[config.mk]
export PLATFORM = sky130hd
export DESIGN_NAME = twi_eeprom_slave
export DESIGN_NICKNAME = d
export VERILOG_FILES = /design/src/rtl/twi_pkg.sv /design/src/rtl/twi_sync.sv /design/src/rtl/twi_mem.sv /design/src/rtl/twi_page_buf.sv /design/src/rtl/twi_link.sv /design/src/rtl/twi_eeprom_slave.sv
export SDC_FILE = /design/constraint.sdc
export NUM_CORES = 1
export LEC_CHECK = 0
export BUFFER_PORTS_ARGS = -buffer_cell sky130_fd_sc_hd__buf_2
export CORE_ASPECT_RATIO = 1.4
export CORE_UTILIZATION = 55
export DETAILED_ROUTE_END_ITERATION = 7
export PLACE_DENSITY = 0.73
export SLEW_MARGIN = 20
export SYNTH_ARGS = -nofsm -noshare
export SYNTH_HDL_FRONTEND = slang
export SYNTH_SLANG_ARGS = --single-unit
export TNS_END_PERCENT = 30
[constraint.sdc]
create_clock -name clk -period 2.5 [get_ports clk]
set_clock_uncertainty 0.2 [all_clocks]
set_input_delay 0.375 -clock clk [delete_from_list [all_inputs] [get_ports clk]]
set_output_delay 0.375 -clock clk [all_outputs]
set_load 0.1 [all_outputs]
[src/rtl/twi_pkg.sv]
package twi_pkg;

  typedef enum logic [2:0] {
    LK_IDLE,
    LK_RX,
    LK_RX_ACK,
    LK_TX,
    LK_TX_ACK
  } link_state_e;

  typedef enum logic [1:0] {
    PH_DEV,
    PH_WORD,
    PH_DATA
  } link_phase_e;

endpackage

[src/rtl/twi_sync.sv]
module twi_sync #(
  parameter int   STAGES  = 2,
  parameter logic RST_VAL = 1'b1
) (
  input  logic clk,
  input  logic rst,
  input  logic d,
  output logic q
);

  logic [STAGES-1:0] chain;

  always_ff @(posedge clk) begin
    if (rst) begin
      chain <= {STAGES{RST_VAL}};
    end else begin
      chain[0] <= d;
      for (int i = 1; i < STAGES; i++) begin
        chain[i] <= chain[i-1];
      end
    end
  end

  assign q = chain[STAGES-1];

endmodule

[src/rtl/twi_mem.sv]
module twi_mem #(
  parameter int DW = 8,
  parameter int AW = 7
) (
  input  logic          clk,
  input  logic          we,
  input  logic [AW-1:0] waddr,
  input  logic [DW-1:0] wdata,
  input  logic [AW-1:0] raddr,
  output logic [DW-1:0] rdata
);

  localparam int WORDS = 1 << AW;

  logic [DW-1:0] arr [WORDS];

  always_ff @(posedge clk) begin
    if (we) begin
      arr[waddr] <= wdata;
    end
    rdata <= arr[raddr];
  end

endmodule

[src/rtl/twi_page_buf.sv]
module twi_page_buf #(
  parameter int DW          = 8,
  parameter int AW          = 7,
  parameter int DEPTH       = 8,
  parameter int PROG_CYCLES = 600,
  localparam int IW = (DEPTH > 1) ? $clog2(DEPTH) : 1,
  localparam int CW = $clog2(DEPTH + 1),
  localparam int TW = $clog2(PROG_CYCLES + 1)
) (
  input  logic          clk,
  input  logic          rst,
  input  logic          clr,
  input  logic          push,
  input  logic [DW-1:0] push_data,
  input  logic [AW-1:0] push_addr,
  input  logic          commit,
  output logic          busy,
  output logic [CW-1:0] cnt,
  output logic          mem_we,
  output logic [AW-1:0] mem_waddr,
  output logic [DW-1:0] mem_wdata
);

  logic [DW-1:0] ent [DEPTH];
  logic [IW-1:0] wr_idx;
  logic [IW-1:0] rd_idx;
  logic [CW-1:0] n_left;
  logic [AW-1:0] base;
  logic [AW-1:0] waddr_q;
  logic [TW-1:0] timer;

  function automatic logic [IW-1:0] step(input logic [IW-1:0] i);
    return (i == IW'(DEPTH - 1)) ? '0 : i + 1'b1;
  endfunction

  // storage: register file, no reset
  always_ff @(posedge clk) begin
    if (push && !busy && !clr) begin
      ent[wr_idx] <= push_data;
    end
  end

  always_ff @(posedge clk) begin
    if (rst) begin
      busy      <= 1'b0;
      cnt       <= '0;
      wr_idx    <= '0;
      rd_idx    <= '0;
      n_left    <= '0;
      base      <= '0;
      waddr_q   <= '0;
      timer     <= '0;
      mem_we    <= 1'b0;
      mem_waddr <= '0;
      mem_wdata <= '0;
    end else begin
      mem_we <= 1'b0;
      if (busy) begin
        timer <= timer + 1'b1;
        if (n_left != '0) begin
          mem_we    <= 1'b1;
          mem_waddr <= waddr_q;
          mem_wdata <= ent[rd_idx];
          waddr_q   <= waddr_q + 1'b1;
          rd_idx    <= step(rd_idx);
          n_left    <= n_left - 1'b1;
        end
        if (timer == TW'(PROG_CYCLES - 1)) begin
          busy   <= 1'b0;
          cnt    <= '0;
          wr_idx <= '0;
        end
      end else if (commit && cnt != '0) begin
        busy    <= 1'b1;
        timer   <= '0;
        n_left  <= cnt;
        waddr_q <= base;
        rd_idx  <= (cnt == CW'(DEPTH)) ? wr_idx : '0;
      end else if (clr) begin
        cnt    <= '0;
        wr_idx <= '0;
      end else if (push) begin
        wr_idx <= step(wr_idx);
        if (cnt == '0) begin
          base <= push_addr;
        end
        if (cnt != CW'(DEPTH)) begin
          cnt <= cnt + 1'b1;
        end
      end
    end
  end

endmodule

[src/rtl/twi_link.sv]
module twi_link
  import twi_pkg::*;
#(
  parameter logic [6:0] DEV_ADDR = 7'h50,
  parameter int         DW       = 8,
  parameter int         AW       = 7,
  localparam int        BW       = $clog2(DW + 1)
) (
  input  logic          clk,
  input  logic          rst,
  input  logic          scl_s,
  input  logic          sda_s,
  input  logic          busy,
  input  logic [DW-1:0] mem_rdata,
  output logic          sda_oe,
  output logic [AW-1:0] ptr,
  output logic          push,
  output logic [DW-1:0] push_data,
  output logic [AW-1:0] push_addr,
  output logic          buf_clr,
  output logic          commit
);

  link_state_e   state;
  link_phase_e   phase;
  logic          scl_q;
  logic          sda_q;
  logic [BW-1:0] bitcnt;
  logic [DW-1:0] shreg;
  logic [DW-1:0] tx_sh;
  logic          rw;
  logic          mack;

  logic start_ev, stop_ev, scl_rise, scl_fall;

  assign start_ev = scl_s & scl_q & sda_q & ~sda_s;
  assign stop_ev  = scl_s & scl_q & ~sda_q & sda_s;
  assign scl_rise = scl_s & ~scl_q;
  assign scl_fall = ~scl_s & scl_q;

  always_ff @(posedge clk) begin
    if (rst) begin
      scl_q <= 1'b1;
      sda_q <= 1'b1;
    end else begin
      scl_q <= scl_s;
      sda_q <= sda_s;
    end
  end

  always_ff @(posedge clk) begin
    if (rst) begin
      state     <= LK_IDLE;
      phase     <= PH_DEV;
      bitcnt    <= '0;
      shreg     <= '0;
      tx_sh     <= '0;
      rw        <= 1'b0;
      mack      <= 1'b0;
      ptr       <= '0;
      sda_oe    <= 1'b0;
      push      <= 1'b0;
      push_data <= '0;
      push_addr <= '0;
      buf_clr   <= 1'b0;
      commit    <= 1'b0;
    end else begin
      push    <= 1'b0;
      buf_clr <= 1'b0;
      commit  <= 1'b0;
      if (start_ev) begin
        state   <= LK_RX;
        phase   <= PH_DEV;
        bitcnt  <= '0;
        sda_oe  <= 1'b0;
        buf_clr <= 1'b1;
      end else if (stop_ev) begin
        state  <= LK_IDLE;
        sda_oe <= 1'b0;
        commit <= 1'b1;
      end else begin
        unique case (state)
          LK_RX: begin
            if (scl_rise && bitcnt != BW'(DW)) begin
              shreg  <= {shreg[DW-2:0], sda_s};
              bitcnt <= bitcnt + 1'b1;
            end else if (scl_fall && bitcnt == BW'(DW)) begin
              unique case (phase)
                PH_DEV: begin
                  if (shreg[DW-1:1] == DEV_ADDR && !busy) begin
                    rw     <= shreg[0];
                    sda_oe <= 1'b1;
                    state  <= LK_RX_ACK;
                  end else begin
                    state <= LK_IDLE;
                  end
                end
                PH_WORD: begin
                  ptr    <= shreg[AW-1:0];
                  sda_oe <= 1'b1;
                  state  <= LK_RX_ACK;
                end
                default: begin
                  push      <= 1'b1;
                  push_data <= shreg;
                  push_addr <= ptr;
                  ptr       <= ptr + 1'b1;
                  sda_oe    <= 1'b1;
                  state     <= LK_RX_ACK;
                end
              endcase
            end
          end
          LK_RX_ACK: begin
            if (scl_fall) begin
              bitcnt <= '0;
              if (phase == PH_DEV && rw) begin
                tx_sh  <= mem_rdata;
                sda_oe <= ~mem_rdata[DW-1];
                state  <= LK_TX;
              end else begin
                sda_oe <= 1'b0;
                state  <= LK_RX;
                phase  <= (phase == PH_DEV) ? PH_WORD : PH_DATA;
              end
            end
          end
          LK_TX: begin
            if (scl_fall) begin
              if (bitcnt == BW'(DW - 1)) begin
                sda_oe <= 1'b0;
                ptr    <= ptr + 1'b1;
                state  <= LK_TX_ACK;
              end else begin
                bitcnt <= bitcnt + 1'b1;
                tx_sh  <= {tx_sh[DW-2:0], 1'b0};
                sda_oe <= ~tx_sh[DW-2];
              end
            end
          end
          LK_TX_ACK: begin
            if (scl_rise) begin
              mack <= ~sda_s;
            end else if (scl_fall) begin
              if (mack) begin
                bitcnt <= '0;
                tx_sh  <= mem_rdata;
                sda_oe <= ~mem_rdata[DW-1];
                state  <= LK_TX;
              end else begin
                state <= LK_IDLE;
              end
            end
          end
          default: ;
        endcase
      end
    end
  end

endmodule

[src/rtl/twi_eeprom_slave.sv]
module twi_eeprom_slave #(
  parameter logic [6:0] DEV_ADDR    = 7'h50,
  parameter int         DW          = 8,
  parameter int         AW          = 7,
  parameter int         PAGE        = 8,
  parameter int         PROG_CYCLES = 600,
  parameter int         SYNC_STAGES = 2,
  localparam int        CW          = $clog2(PAGE + 1)
) (
  input  logic clk,
  input  logic rst,
  input  logic scl_i,
  input  logic sda_i,
  output logic sda_oe_o
);

  logic [1:0]    pins_raw;
  logic [1:0]    pins_syn;
  logic          scl_s;
  logic          sda_s;
  logic          busy;
  logic [CW-1:0] buf_cnt;
  logic          mem_we;
  logic [AW-1:0] mem_waddr;
  logic [DW-1:0] mem_wdata;
  logic [AW-1:0] ptr;
  logic [DW-1:0] mem_rdata;
  logic          push;
  logic [DW-1:0] push_data;
  logic [AW-1:0] push_addr;
  logic          buf_clr;
  logic          commit;

  assign pins_raw = {sda_i, scl_i};

  for (genvar g = 0; g < 2; g++) begin : g_sync
    twi_sync #(.STAGES(SYNC_STAGES), .RST_VAL(1'b1)) u_sync (
      .clk (clk),
      .rst (rst),
      .d   (pins_raw[g]),
      .q   (pins_syn[g])
    );
  end

  assign scl_s = pins_syn[0];
  assign sda_s = pins_syn[1];

  twi_link #(.DEV_ADDR(DEV_ADDR), .DW(DW), .AW(AW)) u_link (
    .clk       (clk),
    .rst       (rst),
    .scl_s     (scl_s),
    .sda_s     (sda_s),
    .busy      (busy),
    .mem_rdata (mem_rdata),
    .sda_oe    (sda_oe_o),
    .ptr       (ptr),
    .push      (push),
    .push_data (push_data),
    .push_addr (push_addr),
    .buf_clr   (buf_clr),
    .commit    (commit)
  );

  twi_page_buf #(.DW(DW), .AW(AW), .DEPTH(PAGE), .PROG_CYCLES(PROG_CYCLES)) u_buf (
    .clk       (clk),
    .rst       (rst),
    .clr       (buf_clr),
    .push      (push),
    .push_data (push_data),
    .push_addr (push_addr),
    .commit    (commit),
    .busy      (busy),
    .cnt       (buf_cnt),
    .mem_we    (mem_we),
    .mem_waddr (mem_waddr),
    .mem_wdata (mem_wdata)
  );

  twi_mem #(.DW(DW), .AW(AW)) u_mem (
    .clk   (clk),
    .we    (mem_we),
    .waddr (mem_waddr),
    .wdata (mem_wdata),
    .raddr (ptr),
    .rdata (mem_rdata)
  );

endmodule

Yosys cells after proc, flatten, opt, wreduce, memory -nomap -nowiden. Memory sizes are Yosys's and may differ from the RTL's. A register that Yosys moved wholly into a read port is not among the register bits. Cells that the tools add are included.

Mux-type cells: 85. Add/subtract/negate cells: 8. Reductions and logical operators: 41. Bitwise operators: 23. Equal/unequal tests: 37.

Operators by type and width (count): 7-bit two-way mux (14); 4-bit two-way mux (16); 3-bit two-way mux (18); 7-bit one-hot mux with 2 select lines (2); 1-bit two-way mux (24); 8-bit AND reduction (3); 7-bit one-hot mux with 3 select lines (1); 10-bit two-way mux (2); 4-bit by 1-bit != test with 1-bit output, second input constant (5); 2-bit by 1-bit != test with 1-bit output, second input constant (9); 9-bit AND reduction (2); 1-bit inverter (16); 4-bit one-hot mux with 4 select lines (1); 4-bit AND reduction (4); 7-bit by 1-bit adder with 7-bit output, second input constant (2); 2-bit != test, second input constant (6); 3-bit one-hot mux with 4 select lines (1); 4-bit nonzero test (3); 10-bit by 1-bit adder with 10-bit output, second input constant (1); 10-bit == test, second input constant (1); 2-bit two-way mux (5); 10-bit AND reduction (1); 3-bit == test, second input constant (3); 3-bit nonzero test (3); 28 further kinds (51).

Memories kept: 2. Bits in writable memories: 1088. Output and inout port bits: 1. Input port bits: 4. Word-level logic and storage cells: 225. Flip-flop bits (word level): 105.

Memories: u_mem.arr (depth 128, bits a word 8, read ports 1, clocked after Yosys merged registers in 1, write ports 1, line twi_mem.sv:15) `logic [DW-1:0] arr [WORDS];`; u_buf.ent (depth 8, bits a word 8, read ports 1, clocked after Yosys merged registers in 1, write ports 1, line twi_page_buf.sv:24) `logic [DW-1:0] ent [DEPTH];`.

Depth between registers and ports, before layout. Gate-level depths: netlist (run 1).

Depth after elaboration: 9. Mapped depth: 10. Gate-level depth less buffers: 7.

Hierarchy. From an unflattened synthesis (run 1), not the netlist that was laid out.

Cell total of the unflattened synthesis: 2366. Area total of the unflattened synthesis: 47510.6 sq um.

Modules (own cells, without submodules): twi_mem (times used 1, seq. area each 30909.6 sq um, cells an instance 1634, area an instance 39656.8 sq um); twi_page_buf (times used 1, seq. area each 3022.9 sq um, cells an instance 413, area an instance 5073.6 sq um); twi_link (times used 1, seq. area each 1081.0 sq um, cells an instance 311, area an instance 2675.1 sq um); twi_sync (times used 2, seq. area each 40.0 sq um, cells an instance 4, area an instance 52.6 sq um).

Worst setup path after synthesis (run 1). Ideal clock, no wire load.

Kind: reg2reg. Start point: register u_buf.mem_wdata[0] (read register of u_buf.ent). End point: memory u_mem.arr[0][0] (data pin). Clock period less this slack: 2.568 ns. Setup slack: -0.068 ns. Stages on the path, launching flop included: 1. Data arrival time: 1.839 ns. Required time: 1.771 ns. Path through: dfxtp_1.

RTL lines: start: declaration (line twi_page_buf.sv:21) `output logic [DW-1:0] mem_wdata`; end: declaration (line twi_mem.sv:15).

Straight into the memory's write port.

==> results of run 1 <==
==> sequential cells by signal, indices dropped and copies added, names as in the netlist, 4 cells and up <==
signal	cells
u_buf.mem_waddr	7
u_buf.ent	64
u_buf.cnt	4
u_link.bitcnt	4
g_sync.u_sync.chain	4
u_buf.mem_wdata	8
u_link.ptr	7
u_mem.arr	1024
u_mem.rdata	8
u_buf.n_left	4
u_link.push_data	8
u_buf.timer	10
u_link.push_addr	7
u_buf.waddr_q	7
u_buf.base	7
u_link.shreg	8
u_link.tx_sh	7
==> per-stage QoR <==
stage | total power [mW] | area, sq um | TNS, ns | instances
floorplan | 22.2 | 47900 | 0 | 2662
global placement | 22.2 | 52000 | -3.21 | 4090
CTS | 39.0 | 56100 | -0.554 | 4296
finish | 38.9 | 56700 | -0.249 | 4318
global route | 39.7 | 56700 | -0.458 | 4318
detailed placement | 22.2 | 52000 | -4.37 | 4090
==> area by class of cell <==
type | count | area (sq um)
Multi-Input combinational cell | 1285 | 12400
Sequential cell | 1209 | 35100
Fill cell | 5467 | 29200
Inverter | 15 | 56.3
Timing Repair Buffer | 453 | 4070
Tap cell | 1161 | 1450
Clock buffer | 131 | 2950
Clock inverter | 64 | 708
==> cells by family after synthesis <==
kind of cell | synth area share
flip-flops | 0.733
XOR/XNOR | 0.00110
multiplexers | 0.143
AO/OA/AOI/OAI | 0.0481
buffers and inverters | 0.0203
AND/OR/NAND/NOR | 0.0522
adder cells (fa/ha/maj) | 0.00313
==> power groups by stage <==
| stage | Sequential, mW | Clock [mW] | Combinational [mW] |
|---|---|---|---|
| after global placement | 22.1 | 0 | 0.0688 |
| after CTS | 21.7 | 17.2 | 0.0746 |
| after global routing | 21.7 | 18.0 | 0.0825 |
| after floorplan | 22.1 | 0 | 0.0513 |
| after detailed placement | 22.1 | 0 | 0.0702 |
| final | 21.7 | 17.1 | 0.0752 |
==> path summary, 6_finish.rpt <==
check             cells after the start                       from  slack, ns                        end
setup / recovery                      8              u_link.ptr[0]      -0.11             u_mem.rdata[5]
setup reg to reg                      8              u_link.ptr[0]      -0.11             u_mem.rdata[5]
hold reg to reg                       1  g_sync[0].u_sync.chain[0]       0.27  g_sync[0].u_sync.chain[1]
hold / removal                        3                      sda_i       0.22  g_sync[1].u_sync.chain[0]
==> critical path: cells and delay by family (launching register included) <==
kind / cells / cell delay, ns
DFF: 1 / 0.38
buffers and inverters: 3 / 0.48
and+or+nand+nor: 1 / 0.15
AOI/OAI and AO/OA: 4 / 1.23
==> layer usage <==
| layer | GRT usage | up-vias | part of all wire |
|---|---|---|---|
| met5 | 0 | - | 0 |
| met4 | 0.161 | 0 | 0.060 |
| met3 | 0.0403 | 342 | 0.072 |
| met2 | 0.491 | 1430 | 0.51 |
| met1 | 0.338 | 13961 | 0.36 |
| li1 | - | 11518 | - |
==> repair_timing <==
| action | 4_1_cts | 5_1_grt |
|---|---|---|
| hold buffers | 3 | 0 |
| endpoints found under the setup margin | 20 | 17 |
| gates cloned | 3 | 3 |
| setup buffers | 6 | 19 |
| endpoints found under the hold margin | 22 | 0 |
| pin swaps | 7 | 16 |
| gates resized for setup | 60 | 78 |
==> layout by cell type, fill, tap and decap left out, drive strengths merged, types with 13 or more instances in the layout <==
cell / instances
mux4: 210
clkinv: 44
clkbuf: 134
nand2b: 13
a21oi: 81
nand2: 87
a22oi: 32
mux2: 16
dfxtp: 121
nor3: 25
inv: 18
a211oi: 39
o221ai: 21
o211ai: 13
nand3: 42
edfxtp: 1088
o21ai: 30
or2: 13
nor2b: 37
mux2i: 189
buf: 447
bufinv: 15
o22ai: 30
nor2: 228
==> results by group, run 1 <==
Die
  – Row count: 127
  – Chip width: 251 um
  – IO Count: 5
  – Core Area: 86000 sq um
  – Initial core utilization: 0.557
  – Die height: 351 um
  – Die area: 88300 sq um

Timing
  – RSZ-0062 raised after global routing: yes
  – Max Slew Vio Count: 0
  – Final Hold Fails: 0
  – Final setup margin: -0.110 ns
  – Min Hold Slack: 0.217 ns
  – Maximum clock rate: 383 MHz
  – Setup-failing EPs final: 5
  – Crit path time final: 2.61 ns
  – Slew HR: 0.448
  – Fin crit share: 1.04
  – Worst-Margin Slew: 0.828 ns

Detailed routing
  – Vias per Instance: 6.31
  – DRC errors left: 0
  – DR iter-0 viols: 3014
  – Wirelength, routed: 124 mm
  – WL/cell: 28.7 um
  – DRT Pass-1 Iters: 5
  – DRT antenna net count: 0
  – Via count: 27.3k

Power and ir drop
  – Net Switching: 7.26 mW
  – Worst VDD drop: 535 uV
  – Combinational share of power: 0.002
  – Cell Pwr Density: 685 nW/um^2
  – Static leakage: 18.5 nW
  – Switching part of the total: 0.187
  – Pint: 31.6 mW
  – Seq pwr share: 0.558
  – Clock Power Share: 0.440

Hold path
  – Worst hold path class: input port to flip-flop

Status
  – Outcome: finished, violations left
  – Failing checks: setup timing

Critical path
  – Crit path DAT: 2.95 ns
  – Crit. End Element: flip-flop
  – Kind of critical path: flip-flop to flip-flop
  – CP Launch Type: flip-flop
  – Delay of the slowest critical-path stage: 0.50 ns
  – CP max-delay cell: a221oi_1
  – Critical Path RT: 2.84 ns
  – CP cell instances: buf_4 -> buf_16 -> buf_6 -> nand2b_1 -> a211oi_1 -> a221oi_2 -> a221oi_1 -> a32oi_1
  – Worst Path Max Fanout: 11

Clocking
  – CTS Root Cell: clkbuf_16
  – TritonCTS clock tree: built
  – CTS Sinks: 1209
  – CTS H-tree lvls: 3
  – CTS max path bufs: 3
  – Worst-path clk slew: 0.07 ns
  – Worst-skew pair later-pin latency: 0.68 ns
  – CTS Buf Count: 105

Yosys
  – Post-synth EDFFs: 1088
  – Top-count cell post-synth: edfxtp_1
  – YS warnings: 0
  – Post-synth top cells: edfxtp_1 (1088), nor2_1 (227), mux4_2 (203)
  – Fraction of registers with async set/reset: 0
  – Area leader, netlist: edfxtp_1
  – Top cells by area, synth: edfxtp_1 (68%), mux4_2 (9.5%), dfxtp_1 (5.1%), mux2i_1 (3.9%), nor2_1 (1.8%)
  – Share of Yosys cell area claimed by the top area cell type: 0.682
  – Primary FF master, synth: edfxtp_1
  – Synthesized area: 47900 sq um
  – Register bit total from synthesis: 1209
  – Register area share after synthesis: 0.733
  – Cell count after synthesis: 2662
  – Synth cell types: 80
  – Synth Area per Inst: 18.0 sq um
  – Synth Net Count: 2678

Global routing
  – Largest net degree at the start of global routing: 74
  – Total GRT Usage: 0.282
  – Overflow after GRT: 0
  – Vias in the first global route: 27.7k
  – Initial antenna violation count: 0
  – First-pass GRT wire length: 181 mm

Place
  – Pre-CTS WS: -0.387 ns
  – Port bufs: 4
  – Placer Congestion: 0.909
  – HPWL after DPL: 79.5 mm

Cells and area
  – Share of cells above drive strength 1: 0.303
  – Post-route core utilization: 0.660
  – P&R area growth vs syn: 18.4%
  – Diodes inserted: 0
  – Total Nets Final: 3085

Flow run
  – Maxcap violations: 0
(Power assumes the default switching activity.)
==> run 2: changes to the inputs <==
Settings changed: CTS_CLUSTER_SIZE set to 24, PLACE_DENSITY 0.73 to 0.74.
==> run 2 against run 1 <==
Net effect:
- global-route usage is 0.34 points lower
- via count rose by 0.19%
- the run still ends with setup timing left
- critical path depth up 2
- highest routed layer unchanged
- clock power down 5%
==> results by group, run 2 (same netlist as run 1, synthesis figures left out) <==
Status
  – Outcome: finished, violations left
  – Failing checks: setup timing

Detailed routing
  – WL/cell: 28.2 um (-1.9%)
  – Vias per Instance: 6.32 (+0.21%)
  – DRT antenna net count: 0 (unchanged)
  – DRT Pass-1 Iters: 5 (unchanged)
  – DRC errors left: 0 (unchanged)
  – DR iter-0 viols: 3128 (+3.8%)
  – Wirelength, routed: 122 mm (-1.9%)
  – Via count: 27.3k (+0.19%)

Timing
  – Setup-failing EPs final: 8 (+3)
  – Fin crit share: 1.09 (+0.0425)
  – Final setup margin: -0.217 ns (-0.106 ns)
  – Crit path time final: 2.72 ns (+0.106 ns)
  – Worst-Margin Slew: 0.777 ns (-0.0508 ns)
  – Slew HR: 0.482 (+0.0339)
  – Final Hold Fails: 0 (unchanged)
  – Maximum clock rate: 368 MHz (-3.9%)
  – Total negative slack: -0.979 ns (-0.729 ns)
  – Max Slew Vio Count: 0 (unchanged)
  – RSZ-0062 raised after global routing: yes
  – Min Hold Slack: 0.236 ns (+0.0198 ns)

Cells and area
  – Total Nets Final: 3093 (+0.26%)
  – P&R area growth vs syn: 17.6%
  – Area taken by multi-input logic gates: 12100 sq um (-2.1%)
  – Largest Register: u_mem.arr
  – Fill cells: 5470 (+0.055%)
  – Register Area: 35100 sq um (about the same)
  – Most common cell after layout, fill and taps aside: edfxtp_1
  – Diodes inserted: 0 (unchanged)
  – Max reg flops: 1024 (unchanged)
  – Share of cells above drive strength 1: 0.291 (-0.0123)
  – Commonest cells after routing, fill and taps aside: edfxtp_1 (1088), buf_4 (401), nor2_1 (226), mux4_2 (204), mux2i_1 (179)
  – Biggest regs: u_mem.arr (1024), u_buf.ent (64), u_buf.timer (10)

Place
  – Port bufs: 4 (unchanged)
  – Placer Congestion: 0.902 (-0.76%)
  – HPWL after DPL: 78.8 mm (-0.90%)

Die
  – Core Area: 86000 sq um (unchanged)
  – Initial core utilization: 0.557 (unchanged)
  – Die height: 351 um (unchanged)
  – Row count: 127 (unchanged)
  – Chip width: 251 um (unchanged)
  – Die area: 88300 sq um (unchanged)
  – IO Count: 5 (unchanged)

Clocking
  – CTS Buf Count: 103 (-1.9%)
  – CTS Root Cell: clkbuf_16
  – Worst-path clk slew: 0.07 ns (about the same)
  – CTS Sinks: 1209 (unchanged)
  – CTS H-tree lvls: 3 (unchanged)
  – CTS max path bufs: 3 (unchanged)
  – TritonCTS clock tree: built
  – Worst-skew pair later-pin latency: 0.68 ns (about the same)

Global routing
  – Initial antenna violation count: 1 (+1)
  – Largest net degree at the start of global routing: 130 (+76%)
  – Overflow after GRT: 0 (unchanged)
  – Vias in the first global route: 27.6k (-0.25%)
  – First-pass GRT wire length: 178 mm (-1.2%)
  – Total GRT Usage: 0.279 (-0.00337)

Critical path
  – Crit. End Element: flip-flop
  – Worst Path Max Fanout: 6 (-5)
  – CP Launch Type: flip-flop
  – Kind of critical path: flip-flop to flip-flop
  – R2R setup slack: -0.22 ns (-0.11 ns)
  – Critical Path RT: 2.85 ns (about the same)
  – Crit path DAT: 3.07 ns (+0.12 ns)

Power and ir drop
  – Static leakage: 18.4 nW (-0.58%)
  – Worst VDD drop: 461 uV (-14%)
  – Cell Pwr Density: 673 nW/um^2 (-1.7%)

Flow run
  – Maxcap violations: 0 (unchanged)

Hold path
  – Worst hold path class: flip-flop to flip-flop
[run 2: cell count changes in the layout (fill, tap and decap cells not counted), sizes merged]
cell      change
clkbuf       -11
bufinv        -3
clkinvlp      +1
buf          +10
bufbuf        +2
inv           +1
clkinv        -1
[run 2: per-layer routing]
metal	GRT usage	wire, um	part of all wire	vias to the layer above
li1	-	-	-	11536
met3	0.0464	10000	0.082	347
met5	0	0	0	-
met2	0.475	61400	0.50	1443
met1	0.338	42600	0.35	13977
met4	0.160	7660	0.063	0
[run 2: cell type report]
| type | count | area share |
|---|---|---|
| clock inverters | 62 | 0.0120 |
| repair buffers | 463 | 0.0743 |
| inverters | 15 | 0.00100 |
| flip-flops and latches | 1209 | 0.624 |
| well taps | 1161 | 0.0258 |
| clock buffers | 122 | 0.0483 |
| multi-input cells | 1285 | 0.215 |
[run 2: worst paths after layout]
kind                        startpoint                   endpoint  cells after the start
max                      u_link.ptr[0]             u_mem.rdata[2]                     10
max reg2reg              u_link.ptr[0]             u_mem.rdata[2]                     10
min reg2reg  g_sync[1].u_sync.chain[0]  g_sync[1].u_sync.chain[1]                      1
min          g_sync[1].u_sync.chain[0]  g_sync[1].u_sync.chain[1]                      1
[run 2: stage by stage]
| step | power, mW | util | cells | instance area (sq um) | setup WS, ns |
|---|---|---|---|---|---|
| detailed placement | 22.2 | 0.607 | 4099 | 52100 | -0.295 |
| CTS | 38.0 | 0.652 | 4307 | 56100 | -0.142 |
| global placement | 22.2 | 0.607 | 4099 | 52100 | -0.289 |
| floorplan | 22.2 | - | 2662 | 47900 | 0.271 |
| global route | 38.8 | 0.655 | 4317 | 56300 | -0.259 |
| finish | 37.9 | 0.655 | 4317 | 56300 | -0.217 |
[run 2: repair_timing]
action	CTS	global route
endpoints found under the hold margin	28	0
hold buffers	3	0
pin swaps	10	6
setup endpoints to repair	10	14
gates resized for setup	47	34
gates cloned	4	1
buffers inserted	17	9
[run 2: worst max-delay path, cell delays in order (launching register included)]
cell     delay (ns)
dfxtp_4        0.38
buf_12         0.16
buf_16         0.16
buf_16         0.13
buf_4          0.14
buf_4          0.11
mux4_2         0.51
mux2i_2        0.22
o22ai_2        0.13
nor3_4         0.32
a32oi_1        0.09
[run 2: report_power, final]
part / switching (mW) / internal (mW)
Combinational: 0.0506 / 0.0261
Sequential: 0.00591 / 21.7
Clock: 7.13 / 9.04
